[src/rtl/fsync_pkg.sv]
package fsync_pkg;
  typedef enum logic [1:0] {
    MODE_FIXED  = 2'd0,
    MODE_FOLLOW = 2'd1,
    MODE_TRIPLE = 2'd2,
    MODE_RSVD   = 2'd3
  } fs_mode_e;

  localparam int unsigned NUM_PINS = 3;
  localparam int unsigned PIN_W    = 2;
  localparam int unsigned ASSOC_W  = 4;

  localparam logic [PIN_W-1:0] PIN_NONE = 2'd0;
endpackage

[src/rtl/fsync_en_reg.sv]
module fsync_en_reg #(
  parameter int unsigned REF_W = 4
) (
  input  logic             clk_i,
  input  logic             rst_ni,
  input  logic             wr_i,
  input  logic             wdata_i,
  input  logic             clr_arm_i,
  input  logic [REF_W-1:0] ref_idx_i,
  output logic             en_d_o,
  output logic             en_q_o
);
  logic [REF_W-1:0] ref_q;
  logic             ref_chg;

  always_ff @(posedge clk_i or negedge rst_ni) begin
    if (!rst_ni) ref_q <= '0;
    else         ref_q <= ref_idx_i;
  end

  assign ref_chg = (ref_idx_i != ref_q);

  // write beats auto-clear
  always_comb begin
    if (wr_i)                      en_d_o = wdata_i;
    else if (clr_arm_i && ref_chg) en_d_o = 1'b0;
    else                           en_d_o = en_q_o;
  end

  always_ff @(posedge clk_i or negedge rst_ni) begin
    if (!rst_ni) en_q_o <= 1'b0;
    else         en_q_o <= en_d_o;
  end
endmodule

[src/rtl/fsync_pin_map.sv]
module fsync_pin_map
  import fsync_pkg::*;
#(
  parameter int unsigned REF_W  = 4,
  parameter int unsigned IN_P1A = 3,
  parameter int unsigned IN_P1B = 5,
  parameter int unsigned IN_P2A = 4,
  parameter int unsigned IN_P2B = 6,
  parameter int unsigned IN_P3  = 9
) (
  input  logic [REF_W-1:0]   ref_idx_i,
  input  logic [ASSOC_W-1:0] assoc_i,
  output logic [NUM_PINS-1:0] hit_o
);
  localparam int unsigned REFS_PER_PIN = 2;

  // per pin: two candidate inputs, each with an enable (pin 3 fixed)
  logic [REF_W-1:0] cand [NUM_PINS][REFS_PER_PIN];
  logic             cand_en [NUM_PINS][REFS_PER_PIN];

  always_comb begin
    cand[0][0] = REF_W'(IN_P1A); cand_en[0][0] = assoc_i[0];
    cand[0][1] = REF_W'(IN_P1B); cand_en[0][1] = assoc_i[1];
    cand[1][0] = REF_W'(IN_P2A); cand_en[1][0] = assoc_i[2];
    cand[1][1] = REF_W'(IN_P2B); cand_en[1][1] = assoc_i[3];
    cand[2][0] = REF_W'(IN_P3);  cand_en[2][0] = 1'b1;
    cand[2][1] = REF_W'(IN_P3);  cand_en[2][1] = 1'b1;
  end

  for (genvar p = 0; p < NUM_PINS; p++) begin : g_pin
    logic [REFS_PER_PIN-1:0] m;
    for (genvar c = 0; c < REFS_PER_PIN; c++) begin : g_cand
      assign m[c] = cand_en[p][c] && (ref_idx_i == cand[p][c]);
    end
    assign hit_o[p] = |m;
  end
endmodule

[src/rtl/fsync_decide.sv]
module fsync_decide
  import fsync_pkg::*;
#(
  parameter int unsigned REF_W = 4
) (
  input  logic                en_i,
  input  fs_mode_e            mode_i,
  input  logic                lock_i,
  input  logic [REF_W-1:0]    ref_idx_i,
  input  logic [REF_W-1:0]    auto_src_i,
  input  logic [NUM_PINS-1:0] hit_i,
  output logic                act_o,
  output logic [PIN_W-1:0]    pin_o
);
  logic [PIN_W-1:0] tri_pin;

  always_comb begin
    tri_pin = PIN_NONE;
    for (int p = NUM_PINS - 1; p >= 0; p--) begin
      if (hit_i[p]) tri_pin = PIN_W'(p + 1);
    end
  end

  always_comb begin
    pin_o = PIN_NONE;
    if (en_i && lock_i) begin
      unique case (mode_i)
        MODE_FIXED:  pin_o = PIN_W'(1);
        MODE_FOLLOW: pin_o = (ref_idx_i == auto_src_i) ? PIN_W'(1) : PIN_NONE;
        MODE_TRIPLE: pin_o = tri_pin;
        default:     pin_o = PIN_NONE;
      endcase
    end
    act_o = (pin_o != PIN_NONE);
  end
endmodule

[src/rtl/fsync_src_sel.sv]
module fsync_src_sel
  import fsync_pkg::*;
#(
  parameter int unsigned REF_W  = 4,
  parameter int unsigned IN_P1A = 3,
  parameter int unsigned IN_P1B = 5,
  parameter int unsigned IN_P2A = 4,
  parameter int unsigned IN_P2B = 6,
  parameter int unsigned IN_P3  = 9
) (
  input  logic             clk_i,
  input  logic             rst_ni,
  input  logic             en_wr_i,
  input  logic             en_wdata_i,
  input  logic             auto_clr_i,
  input  logic [1:0]       mode_i,
  input  logic             lock_i,
  input  logic [REF_W-1:0] ref_idx_i,
  input  logic [REF_W-1:0] auto_src_i,
  input  logic [3:0]       assoc_i,
  output logic             sync_act_o,
  output logic [1:0]       sync_pin_o,
  output logic             fs_en_o
);
  fs_mode_e            mode;
  logic                en_d;
  logic                clr_arm;
  logic [NUM_PINS-1:0] hit;
  logic                act_d;
  logic [PIN_W-1:0]    pin_d;

  assign mode    = fs_mode_e'(mode_i);
  assign clr_arm = (mode == MODE_TRIPLE) && auto_clr_i;

  fsync_en_reg #(.REF_W(REF_W)) u_en (
    .clk_i     (clk_i),
    .rst_ni    (rst_ni),
    .wr_i      (en_wr_i),
    .wdata_i   (en_wdata_i),
    .clr_arm_i (clr_arm),
    .ref_idx_i (ref_idx_i),
    .en_d_o    (en_d),
    .en_q_o    (fs_en_o)
  );

  fsync_pin_map #(
    .REF_W(REF_W), .IN_P1A(IN_P1A), .IN_P1B(IN_P1B),
    .IN_P2A(IN_P2A), .IN_P2B(IN_P2B), .IN_P3(IN_P3)
  ) u_map (
    .ref_idx_i (ref_idx_i),
    .assoc_i   (assoc_i),
    .hit_o     (hit)
  );

  fsync_decide #(.REF_W(REF_W)) u_dec (
    .en_i       (en_d),
    .mode_i     (mode),
    .lock_i     (lock_i),
    .ref_idx_i  (ref_idx_i),
    .auto_src_i (auto_src_i),
    .hit_i      (hit),
    .act_o      (act_d),
    .pin_o      (pin_d)
  );

  always_ff @(posedge clk_i or negedge rst_ni) begin
    if (!rst_ni) begin
      sync_act_o <= 1'b0;
      sync_pin_o <= PIN_NONE;
    end else begin
      sync_act_o <= act_d;
      sync_pin_o <= pin_d;
    end
  end
endmodule

[config.mk]
export PLATFORM = sky130hd
export DESIGN_NAME = fsync_src_sel
export DESIGN_NICKNAME = d
export VERILOG_FILES = /design/src/rtl/fsync_pkg.sv /design/src/rtl/fsync_en_reg.sv /design/src/rtl/fsync_pin_map.sv /design/src/rtl/fsync_decide.sv /design/src/rtl/fsync_src_sel.sv
export SDC_FILE = /design/constraint.sdc
export NUM_CORES = 1
export LEC_CHECK = 0
export ABC_AREA = 1
export BUFFER_PORTS_ARGS = -buffer_cell sky130_fd_sc_hd__buf_4
export CAP_MARGIN = 20
export CORE_AREA = 2 2 39 41
export CTS_BUF_LIST = sky130_fd_sc_hd__clkbuf_16
export CTS_CLUSTER_DIAMETER = 60
export DETAILED_ROUTE_END_ITERATION = 7
export DIE_AREA = 0 0 41 43
export GPL_TIMING_DRIVEN = 0
export PLACE_DENSITY = 0.67
export SLEW_MARGIN = 0
export SYNTH_ARGS = -nofsm -noshare
export SYNTH_HDL_FRONTEND = slang
export SYNTH_SLANG_ARGS = --single-unit
[constraint.sdc]
create_clock -name clk_i -period 2.5 [get_ports clk_i]
set_clock_uncertainty 0.1 [all_clocks]
set_input_delay 0.25 -clock clk_i [delete_from_list [all_inputs] [get_ports clk_i]]
set_output_delay 0.25 -clock clk_i [all_outputs]
set_load 0.005 [all_outputs]
==> results of run 1 <==
cells in the mapped netlist:
| library cell | number | area share [%] |
|---|---|---|
| a21boi_1 | 1 | 1.5 |
| dfrtp_1 | 8 | 39 |
| inv_1 | 16 | 12 |
| inv_2 | 3 | 2.2 |
| nand2_1 | 32 | 24 |
| nand2_2 | 1 | 1.2 |
| nand3_1 | 8 | 7.9 |
| nor2_1 | 14 | 10 |
| nor3_1 | 1 | 0.98 |
| or2_2 | 1 | 1.2 |
critical path, cell delays in order, from the launching register on:
cell and delay (ns):
dfrtp_1 0.37, nand2_1 0.07, nand2_1 0.06, nor2_1 0.10
nand2_1 0.06, nand2_1 0.05, nand2_1 0.05, nand2_2 0.07
nand3_1 0.08, nand2_1 0.07
power breakdown:
group          total [mW]  leakage [nW]  internal [mW]  switching (mW)
clock               0.266        0.0370          0.206          0.0602
sequential          0.139         0.100          0.136         0.00270
combinational      0.0724         0.368         0.0373          0.0351
total               0.478         0.505          0.380          0.0980
metrics by stage:
step | area (sq um) | hold WS [ns] | cells | total power [mW]
after CTS | 787 | 0.0633 | 128 | 0.479
after global routing | 787 | 0.0610 | 128 | 0.503
after global placement | 702 | -0.0257 | 124 | 0.211
after detailed placement | 702 | -0.0252 | 124 | 0.212
final | 787 | 0.0624 | 128 | 0.478
after floorplan | 509 | -0.146 | 85 | 0.171
what timing repair did:
item,in CTS,in global routing
gates resized for setup,0,0
hold endpoints to repair,8,0
hold buffers,1,0
routing by layer:
metal | wire length, um | vias up | track usage, %
met3 | 44 | 0 | 3.14
met1 | 513 | 234 | 19.2
met2 | 573 | 10 | 24.7
met5 | 0 | - | 0
li1 | - | 303 | -
met4 | 0 | 0 | 10.0
state kept, by name, summed over array words and instances, names as in the netlist:
name / flops
sync_act_o: 1
sync_pin_o: 2
u_en.en_q_o: 1
u_en.ref_q: 4
area by class of cell:
class | count | area (sq um) | area share (%)
inverters | 19 | 71.3 | 9.06
flip-flops and latches | 8 | 200 | 25.4
repair buffers | 24 | 183 | 23.2
multi-input cells | 58 | 238 | 30.2
clock buffers | 3 | 75.1 | 9.54
well taps | 16 | 20.0 | 2.54
kinds of logic (layout without fill, tap and decap cells):
kind of cell | count (synthesis) | in the layout | share of synthesized area [%]
DFF | 8 | 8 | 39.3
and+or+nand+nor | 57 | 57 | 45.2
buffers and inverters | 19 | 46 | 14.0
AOI/OAI and AO/OA | 1 | 1 | 1.47
cells in the final DEF (no fill, tap or decap):
cell / instances
a21boi_1: 1
buf_4: 23
clkbuf_16: 3
dfrtp_1: 8
dlygate4sd3_1: 1
inv_1: 16
inv_2: 3
nand2_1: 32
nand2_2: 1
nand3_1: 8
nor2_1: 14
nor3_1: 1
or2_2: 1
worst max-delay path by stage:
stage	cells past startpoint	slack [ns]	from	end
global placement	11	1.24	ref_idx_i[2]	sync_act_o
finish	9	1.35	u_en.ref_q[2]	sync_act_o
detailed placement	11	1.22	ref_idx_i[2]	sync_act_o
global route	10	1.23	u_en.ref_q[1]	sync_pin_o[0]
floorplan	10	1.45	u_en.ref_q[1]	sync_act_o
CTS	9	1.34	u_en.ref_q[2]	sync_act_o
==> key figures, run 1 <==
Status
  • Status: finished clean

Place
  • Dpl hpwl: 910 um
  • Buffers added on ports: 23
  • Place WS: 1.22 ns
  • GPL Wtd Cong: 0.725

Global route
  • Largest net degree at the start of global routing: 9
  • First-pass GRT wire length: 1890 um
  • Initial antenna violation count: 0
  • GRT Overall Usage: 16.0%
  • Gr ovfl total: 0
  • Vias in the first global route: 500

Clocking
  • Clock transition at path regs: 0.04 ns
  • Clock root cell: clkbuf_16
  • Clock latency on the worst-skew pair: 0.23 ns
  • CTS sink cnt: 8
  • CTS tree: built
  • Clk buf depth: 2
  • TritonCTS Buffers: 3
  • # H-tree levels: 1
  • Post-CTS setup buffer count: 0

Timing
  • Final Slew Violations: 0
  • Unrepaired setup endpoints after global routing: no
  • Crit path time final: 1.15 ns
  • Setup WS post-layout: 1.35 ns
  • Final Setup Violations: 0
  • Hold Vio Cnt, Final: 0
  • Max Freq: 872 MHz
  • Worst Max-Slew Pin Slew: 0.163 ns
  • Setup TNS: 0 ns
  • Relative slew slack: 89.0%
  • Fin crit share: 45.9%

Synthesis
  • Synth warn: 0
  • Mapped Cells: 85
  • Sequential area share after synthesis: 39.3%
  • Yosys cell types: 10
  • Yosys reg bits: 8
  • Mapped cell area: 509 sq um
  • Synth Net Count: 105
  • Synthesized area per cell: 5.99 sq um

Setup path
  • CP Class: reg2reg
  • Type of origin of the critical path: flip-flop
  • R2R depth: 9
  • FF-to-FF setup slack: 1.35 ns
  • Arr. time, crit path: 1.21 ns
  • Crit Reg-Reg Startpoint: u_en.ref_q[2]
  • WP data required: 2.57 ns
  • RR Endpoint: sync_act_o
  • Critical path endpoint category: flip-flop
  • Crit path max fanout: 3

Floorplan
  • Total die area: 1760 sq um
  • Core Box Area: 1380 sq um
  • Die W: 41 um
  • Initial Util: 36.8%
  • Row count: 14
  • Height of the die: 43 um
  • I/O pin count: 24

Finish
  • Share of cells above drive strength 1: 27.7%
  • Synth-to-layout area growth: 54.5%
  • Final core utilization: 56.9%
  • Fillers: 139
  • Final antenna diode count: 0
  • Post-layout nets: 134

Drt
  • Iteration-0 DRC Markers: 3
  • Drt drc: 0
  • Wire length per cell: 8.83 um
  • Post-DR vias/cell: 4.27
  • Routed via count: 547
  • Final ANT Viol Nets: 0
  • DRT Pass-1 Iters: 4
  • Final wirelength: 1130 um

Worst hold path
  • Hold Startpoint: ref_idx_i[2]
  • Hold depth: 1
  • HP Class: in2reg
  • Hold EP: u_en.ref_q[2]

Power
  • VDD IR max: 0.000348 V
  • PwrDens: 607 nW/um^2
  • Pleak: 0.505 nW

Flow run
  • Max cap viols: 0
No activity file was read; power rests on OpenSTA's default activity.
==> run 2, diff against run 1 <==
==> constraint.sdc (replaced) <==
create_clock -name clk_i -period 1.2 [get_ports clk_i]
set_clock_uncertainty 0.1 [all_clocks]
set_input_delay 0.12 -clock clk_i [delete_from_list [all_inputs] [get_ports clk_i]]
set_output_delay 0.12 -clock clk_i [all_outputs]
set_load 0.005 [all_outputs]
==> run 2 against run 1 <==
Register-to-register slack got worse by 1.3 ns. Die area unchanged. Final cell count rose by 3.9%. Highest routed layer unchanged. Worst hold slack got worse by 0.023 ns.
==> key figures, run 2 (synthesis gave the netlist of run 1 again) <==
Status
  • Status: finished clean (unchanged)

Timing
  • Unrepaired setup endpoints after global routing: yes (was no)
  • Worst Max-Slew Pin Slew: 0.163 ns (about the same)
  • Crit path time final: 1.16 ns (was 1.15 ns)
  • Final Setup Violations: 0 (unchanged)
  • Fin crit share: 96.8% (was 45.9%)
  • Setup WS post-layout: 0.0379 ns (was 1.35 ns)
  • Relative slew slack: 89.0% (about the same)
  • Setup TNS: 0 ns (unchanged)
  • Final Slew Violations: 0 (unchanged)
  • Max Freq: 861 MHz (was 872 MHz)
  • Hold Vio Cnt, Final: 0 (unchanged)

Finish
  • Fillers: 138 (was 139)
  • Synth-to-layout area growth: 65.8% (was 54.5%)
  • Share of cells above drive strength 1: 29.1% (was 27.7%)
  • Commonest non-fill, non-tap cell in the layout: nand2_1 (unchanged)
  • Post-layout nets: 139 (was 134)
  • Layout Cells excl Fill: 133 (was 128)
  • Most frequent cells in the layout: 32 x nand2_1, 24 x buf_4, 16 x inv_1, 14 x nor2_1, 8 x dfrtp_1 (was 32 x nand2_1, 23 x buf_4, 16 x inv_1, 14 x nor2_1)
  • Final core utilization: 61.0% (was 56.9%)
  • Final antenna diode count: 0 (unchanged)
  • Max reg flops: 4 (unchanged)
  • Largest registers: u_en.ref_q x4, sync_pin_o x2 (unchanged)
  • Largest Register: u_en.ref_q (unchanged)

Global route
  • Initial antenna violation count: 0 (unchanged)
  • Vias in the first global route: 521 (was 500)
  • Met1 GRT Util: 19.9% (was 19.2%)
  • GRT Overall Usage: 16.8% (was 16.0%)
  • GR peak layer: met2 (unchanged)
  • Gr ovfl total: 0 (unchanged)
  • First-pass GRT wire length: 1980 um (was 1890 um)
  • Met2 GRT Util: 26.6% (was 24.7%)
  • Met3 Use GR: 3.14% (unchanged)
  • Largest net degree at the start of global routing: 9 (unchanged)

Setup path
  • WP data required: 1.27 ns (was 2.57 ns)
  • Type of origin of the critical path: flip-flop (unchanged)
  • R2R depth: 9 (unchanged)
  • Arr. time, crit path: 1.23 ns (was 1.21 ns)
  • Crit path max fanout: 3 (unchanged)
  • Critical path endpoint category: flip-flop (unchanged)
  • CP Class: reg2reg (unchanged)

Clocking
  • # H-tree levels: 1 (unchanged)
  • Clock transition at path regs: 0.04 ns (about the same)
  • CTS tree: built (unchanged)
  • Clock latency on the worst-skew pair: 0.23 ns (about the same)
  • Clock root cell: clkbuf_16 (unchanged)
  • TritonCTS Buffers: 3 (unchanged)
  • Clk buf depth: 2 (unchanged)
  • CTS sink cnt: 8 (unchanged)

Floorplan
  • Row count: 14 (unchanged)
  • Height of the die: 43 um (unchanged)
  • I/O pin count: 24 (unchanged)
  • Total die area: 1760 sq um (unchanged)
  • Die W: 41 um (unchanged)
  • Initial Util: 36.8% (unchanged)
  • Core Box Area: 1380 sq um (unchanged)

Drt
  • Drt drc: 0 (unchanged)
  • Final wirelength: 1220 um (was 1130 um)
  • Iteration-0 DRC Markers: 1 (was 3)
  • Wire length per cell: 9.15 um (was 8.83 um)
  • Post-DR vias/cell: 4.29 (was 4.27)
  • Final ANT Viol Nets: 0 (unchanged)
  • Routed via count: 571 (was 547)
  • DRT Pass-1 Iters: 2 (was 4)

Worst hold path
  • Hold depth: 3 (was 1)
  • HP Class: in2reg (unchanged)

Power
  • Internal Power: 0.803 mW (was 0.380 mW)
  • Sequential share of power: 28.6% (was 29.1%)
  • Sw frac: 20.7% (was 20.5%)
  • Pleak: 0.528 nW (was 0.505 nW)
  • PwrDens: 1200 nW/um^2 (was 607 nW/um^2)
  • Clock share of power: 54.7% (was 55.8%)
  • Switch Pwr: 0.210 mW (was 0.0980 mW)
  • Combinational share of power: 16.7% (was 15.2%)
  • Overall Power: 1.01 mW (was 0.478 mW)
  • VDD IR max: 0.000722 V (was 0.000348 V)

Place
  • Place WS: 0.0489 ns (was 1.22 ns)
  • Dpl hpwl: 910 um (unchanged)
  • Buffers added on ports: 23 (unchanged)
  • GPL Wtd Cong: 0.725 (unchanged)
  • Dpl cells: 124 (unchanged)

Flow run
  • Max cap viols: 0 (unchanged)
## run 2: cell count changes in the layout (fill, tap and decap cells not counted), sizes merged
cell,delta
dlygate4sd3,+4
buf,+1
## run 2: path summary, 6_finish.rpt
path                          startpoint       endpoint  slack, ns
max                        u_en.ref_q[2]     sync_act_o       0.04
min                               lock_i  sync_pin_o[1]       0.04
max reg2reg                u_en.ref_q[2]     sync_act_o       0.04
min reg2reg                  u_en.en_q_o  sync_pin_o[1]       0.65
max in group asynchronous         rst_ni    u_en.en_q_o       0.71
min in group asynchronous         rst_ni  u_en.ref_q[1]       0.16
## run 2: power groups by stage
stage / sequential (mW) / clock (mW) / combinational, mW
floorplan: 0.293 / 0 / 0.0629
detailed placement: 0.293 / 0 / 0.150
finish: 0.290 / 0.554 / 0.169
CTS: 0.290 / 0.556 / 0.163
global placement: 0.292 / 0 / 0.146
global route: 0.291 / 0.584 / 0.191
## run 2: through the flow
stage,area (sq um),hold slack (ns)
floorplan,509,-0.276
detailed placement,702,-0.155
finish,845,0.0398
CTS,827,0.0353
global route,845,0.0536
global placement,702,-0.156
## run 2: area by class of cell
type,count,area [sq um],area share [%]
multi-input combinational,58,248,29.3
timing repair buffer,29,230,27.3
sequential,8,200,23.7
clock buffer,3,75.1,8.89
inverter,19,71.3,8.44
tap,16,20.0,2.37
## run 2: worst max-delay path, cell delays in order, from the launching register on
cell and delay, ns:
dfrtp_1 0.37, nand2_1 0.07, nand2_1 0.06, nor2_1 0.10
nand2_1 0.06, nand2_1 0.05, nand2_1 0.06, nand2_2 0.10
nand3_2 0.07, nand2_1 0.06
## run 2: layer usage
metal | wire length, um | up-vias
li1 | - | 312
met1 | 522 | 249
met2 | 650 | 10
met3 | 44 | 0
met4 | 0 | 0
met5 | 0 | -
## run 2: repair_timing
item	4_1_cts	5_1_grt
gates resized for setup	0	2
hold endpoints to repair	12	0
setup buffers	0	1
hold buffers	5	0
endpoints found under the setup margin	0	3
==> run 3, diff against run 2 <==
==> constraint.sdc (replaced) <==
create_clock -name clk_i -period 1.2 [get_ports clk_i]
set_clock_uncertainty 0.1 [all_clocks]
set_input_delay 0.24 -clock clk_i [delete_from_list [all_inputs] [get_ports clk_i]]
set_output_delay 0.24 -clock clk_i [all_outputs]
set_load 0.005 [all_outputs]
==> run 3 against run 2 <==
Fmax increased by 0.11%. Via count down 3.5%. Combinational power shrank 6%. Final cell count fell by 3.0%. Non-clock buffer count fell by 4. Register-to-register slack barely moved. First-iteration DRC count did not move. Die area did not move. Sequential share of layout area grew 1.2 points. Sequential power about the same. Total power shrank 1.1%. Clock power about the same. Largest power group unchanged. Highest routed layer unchanged.
==> key figures, run 3 (synthesis gave the netlist of run 1 again) <==
Status
  • Status: finished clean (unchanged)

Floorplan
  • Die W: 41 um (unchanged)
  • Total die area: 1760 sq um (unchanged)
  • I/O pin count: 24 (unchanged)
  • Core Box Area: 1380 sq um (unchanged)
  • Row count: 14 (unchanged)
  • Initial Util: 36.8% (unchanged)
  • Height of the die: 43 um (unchanged)

Place
  • GPL Wtd Cong: 0.725 (unchanged)
  • Place WS: -0.0711 ns (was 0.0489 ns)
  • Dpl hpwl: 910 um (unchanged)
  • Buffers added on ports: 23 (unchanged)

Global route
  • GRT Overall Usage: 16.0% (was 16.8%)
  • Gr ovfl total: 0 (unchanged)
  • Largest net degree at the start of global routing: 9 (unchanged)
  • Vias in the first global route: 500 (was 521)
  • First-pass GRT wire length: 1890 um (was 1980 um)
  • Initial antenna violation count: 0 (unchanged)

Timing
  • Fin crit share: 96.7% (was 96.8%)
  • Unrepaired setup endpoints after global routing: yes (unchanged)
  • Relative slew slack: 89.0% (about the same)
  • Hold Vio Cnt, Final: 0 (unchanged)
  • Final Setup Violations: 0 (unchanged)
  • Setup WS post-layout: 0.0392 ns (was 0.0379 ns)
  • Worst Max-Slew Pin Slew: 0.163 ns (about the same)
  • Max Freq: 861 MHz (about the same)
  • Crit path time final: 1.16 ns (about the same)
  • Final Slew Violations: 0 (unchanged)
  • Worst hold slack: 0.0524 ns (was 0.0398 ns)

Setup path
  • Cell Chain, Critical Path: nand2_1, nand2_1, nor2_1, nand2_1, nand2_1, nand2_1, nand2_2, nand3_2, nand2_1 (unchanged)
  • Crit path max fanout: 3 (unchanged)
  • Arr. time, crit path: 1.23 ns (about the same)
  • Type of origin of the critical path: flip-flop (unchanged)
  • Top cell by count, worst path: nand2_1 (unchanged)
  • Critical Path Max Stage Delay: 0.37 ns (about the same)
  • CP Class: reg2reg (unchanged)
  • Slowest-stage cell, CP: dfrtp_1 (unchanged)
  • WP data required: 1.27 ns (about the same)
  • Critical path endpoint category: flip-flop (unchanged)

Drt
  • DRT Pass-1 Iters: 2 (unchanged)
  • Drt drc: 0 (unchanged)
  • Iteration-0 DRC Markers: 1 (unchanged)
  • Post-DR vias/cell: 4.27 (was 4.29)
  • Final wirelength: 1170 um (was 1220 um)
  • Final ANT Viol Nets: 0 (unchanged)
  • Wire length per cell: 9.05 um (was 9.15 um)
  • Routed via count: 551 (was 571)

Finish
  • Largest Register: u_en.ref_q (unchanged)
  • Max reg flops: 4 (unchanged)
  • Fillers: 136 (was 138)
  • Commonest non-fill, non-tap cell in the layout: nand2_1 (unchanged)
  • Share of cells above drive strength 1: 30.1% (was 29.1%)
  • Largest registers: u_en.ref_q x4, sync_pin_o x2 (unchanged)
  • Most frequent cells in the layout: 32 x nand2_1, 24 x buf_4, 16 x inv_1, 14 x nor2_1, 8 x dfrtp_1 (unchanged)
  • Footprint of the multi-input gates: 248 sq um (unchanged)
  • Synth-to-layout area growth: 58.0% (was 65.8%)
  • Post-layout nets: 135 (was 139)
  • Final antenna diode count: 0 (unchanged)
  • Seq. cell area: 200 sq um (unchanged)

Clocking
  • CTS sink cnt: 8 (unchanged)
  • # H-tree levels: 1 (unchanged)
  • Clock transition at path regs: 0.04 ns (about the same)
  • Clock latency on the worst-skew pair: 0.23 ns (about the same)
  • TritonCTS Buffers: 3 (unchanged)
  • Clock root cell: clkbuf_16 (unchanged)
  • Clk buf depth: 2 (unchanged)
  • CTS tree: built (unchanged)

Power
  • Internal Power: 0.795 mW (was 0.803 mW)
  • Sw frac: 20.7% (about the same)
  • VDD IR max: 0.000725 V (was 0.000722 V)
  • Switch Pwr: 0.207 mW (was 0.210 mW)
  • Combinational share of power: 15.8% (was 16.7%)
  • Clock share of power: 55.3% (was 54.7%)
  • Overall Power: 1.00 mW (was 1.01 mW)
  • Sequential share of power: 28.9% (was 28.6%)
  • PwrDens: 1250 nW/um^2 (was 1200 nW/um^2)
  • Pleak: 0.511 nW (was 0.528 nW)

Worst hold path
  • HP Class: in2reg (unchanged)

Flow run
  • Max cap viols: 0 (unchanged)
==> run 3: worst paths after layout <==
kind                                     from             to  slack [ns]  cells past startpoint
worst max-delay path            u_en.ref_q[2]     sync_act_o        0.04                      9
worst min-delay path             ref_idx_i[2]  u_en.ref_q[2]        0.05                      1
worst max register to register  u_en.ref_q[2]     sync_act_o        0.04                      9
worst min register to register    u_en.en_q_o  sync_pin_o[1]        0.65                      6
max in group asynchronous              rst_ni    u_en.en_q_o        0.59                      2
min in group asynchronous              rst_ni  u_en.ref_q[1]        0.28                      2
==> run 3: layout make-up <==
cell class,instances,area share (%)
Multi-Input combinational cell,58,30.8
Sequential cell,8,24.9
Timing Repair Buffer,25,23.6
Clock buffer,3,9.33
Inverter,19,8.86
Tap cell,16,2.49
==> run 3: routing by layer <==
layer | share of wire, % | track usage [%] | vias up
li1 | - | - | 304
met1 | 44 | 19.2 | 237
met2 | 52 | 24.7 | 10
met3 | 3.8 | 3.14 | 0
met4 | 0 | 10.0 | 0
met5 | 0 | 0 | -
==> run 3: metrics by stage <==
step	utilization [%]	setup TNS [ns]	cell area, sq um	cells
floorplan	-	0	509	85
global placement	50.7	-0.112	702	124
detailed placement	50.7	-0.186	702	124
CTS	56.9	0	787	128
global route	58.1	-0.250	805	129
finish	58.1	0	805	129
==> run 3: timing repair <==
item | 4_1_cts | 5_1_grt
gates resized for setup | 0 | 2
endpoints found under the hold margin | 8 | 0
setup buffers | 0 | 1
hold buffers | 1 | 0
endpoints found under the setup margin | 0 | 3
==> run 3: power by group through the flow <==
stage / registers [mW] / logic (mW) / clock network [mW]
finish: 0.290 / 0.159 / 0.554
global route: 0.291 / 0.180 / 0.584
CTS: 0.290 / 0.153 / 0.556
detailed placement: 0.293 / 0.150 / 0
global placement: 0.292 / 0.146 / 0
floorplan: 0.293 / 0.0629 / 0
==> run 3: critical path, delay by kind of cell (launching register included) <==
kind             cells  cell delay [ns]
DFF                  1             0.37
and+or+nand+nor      9             0.63
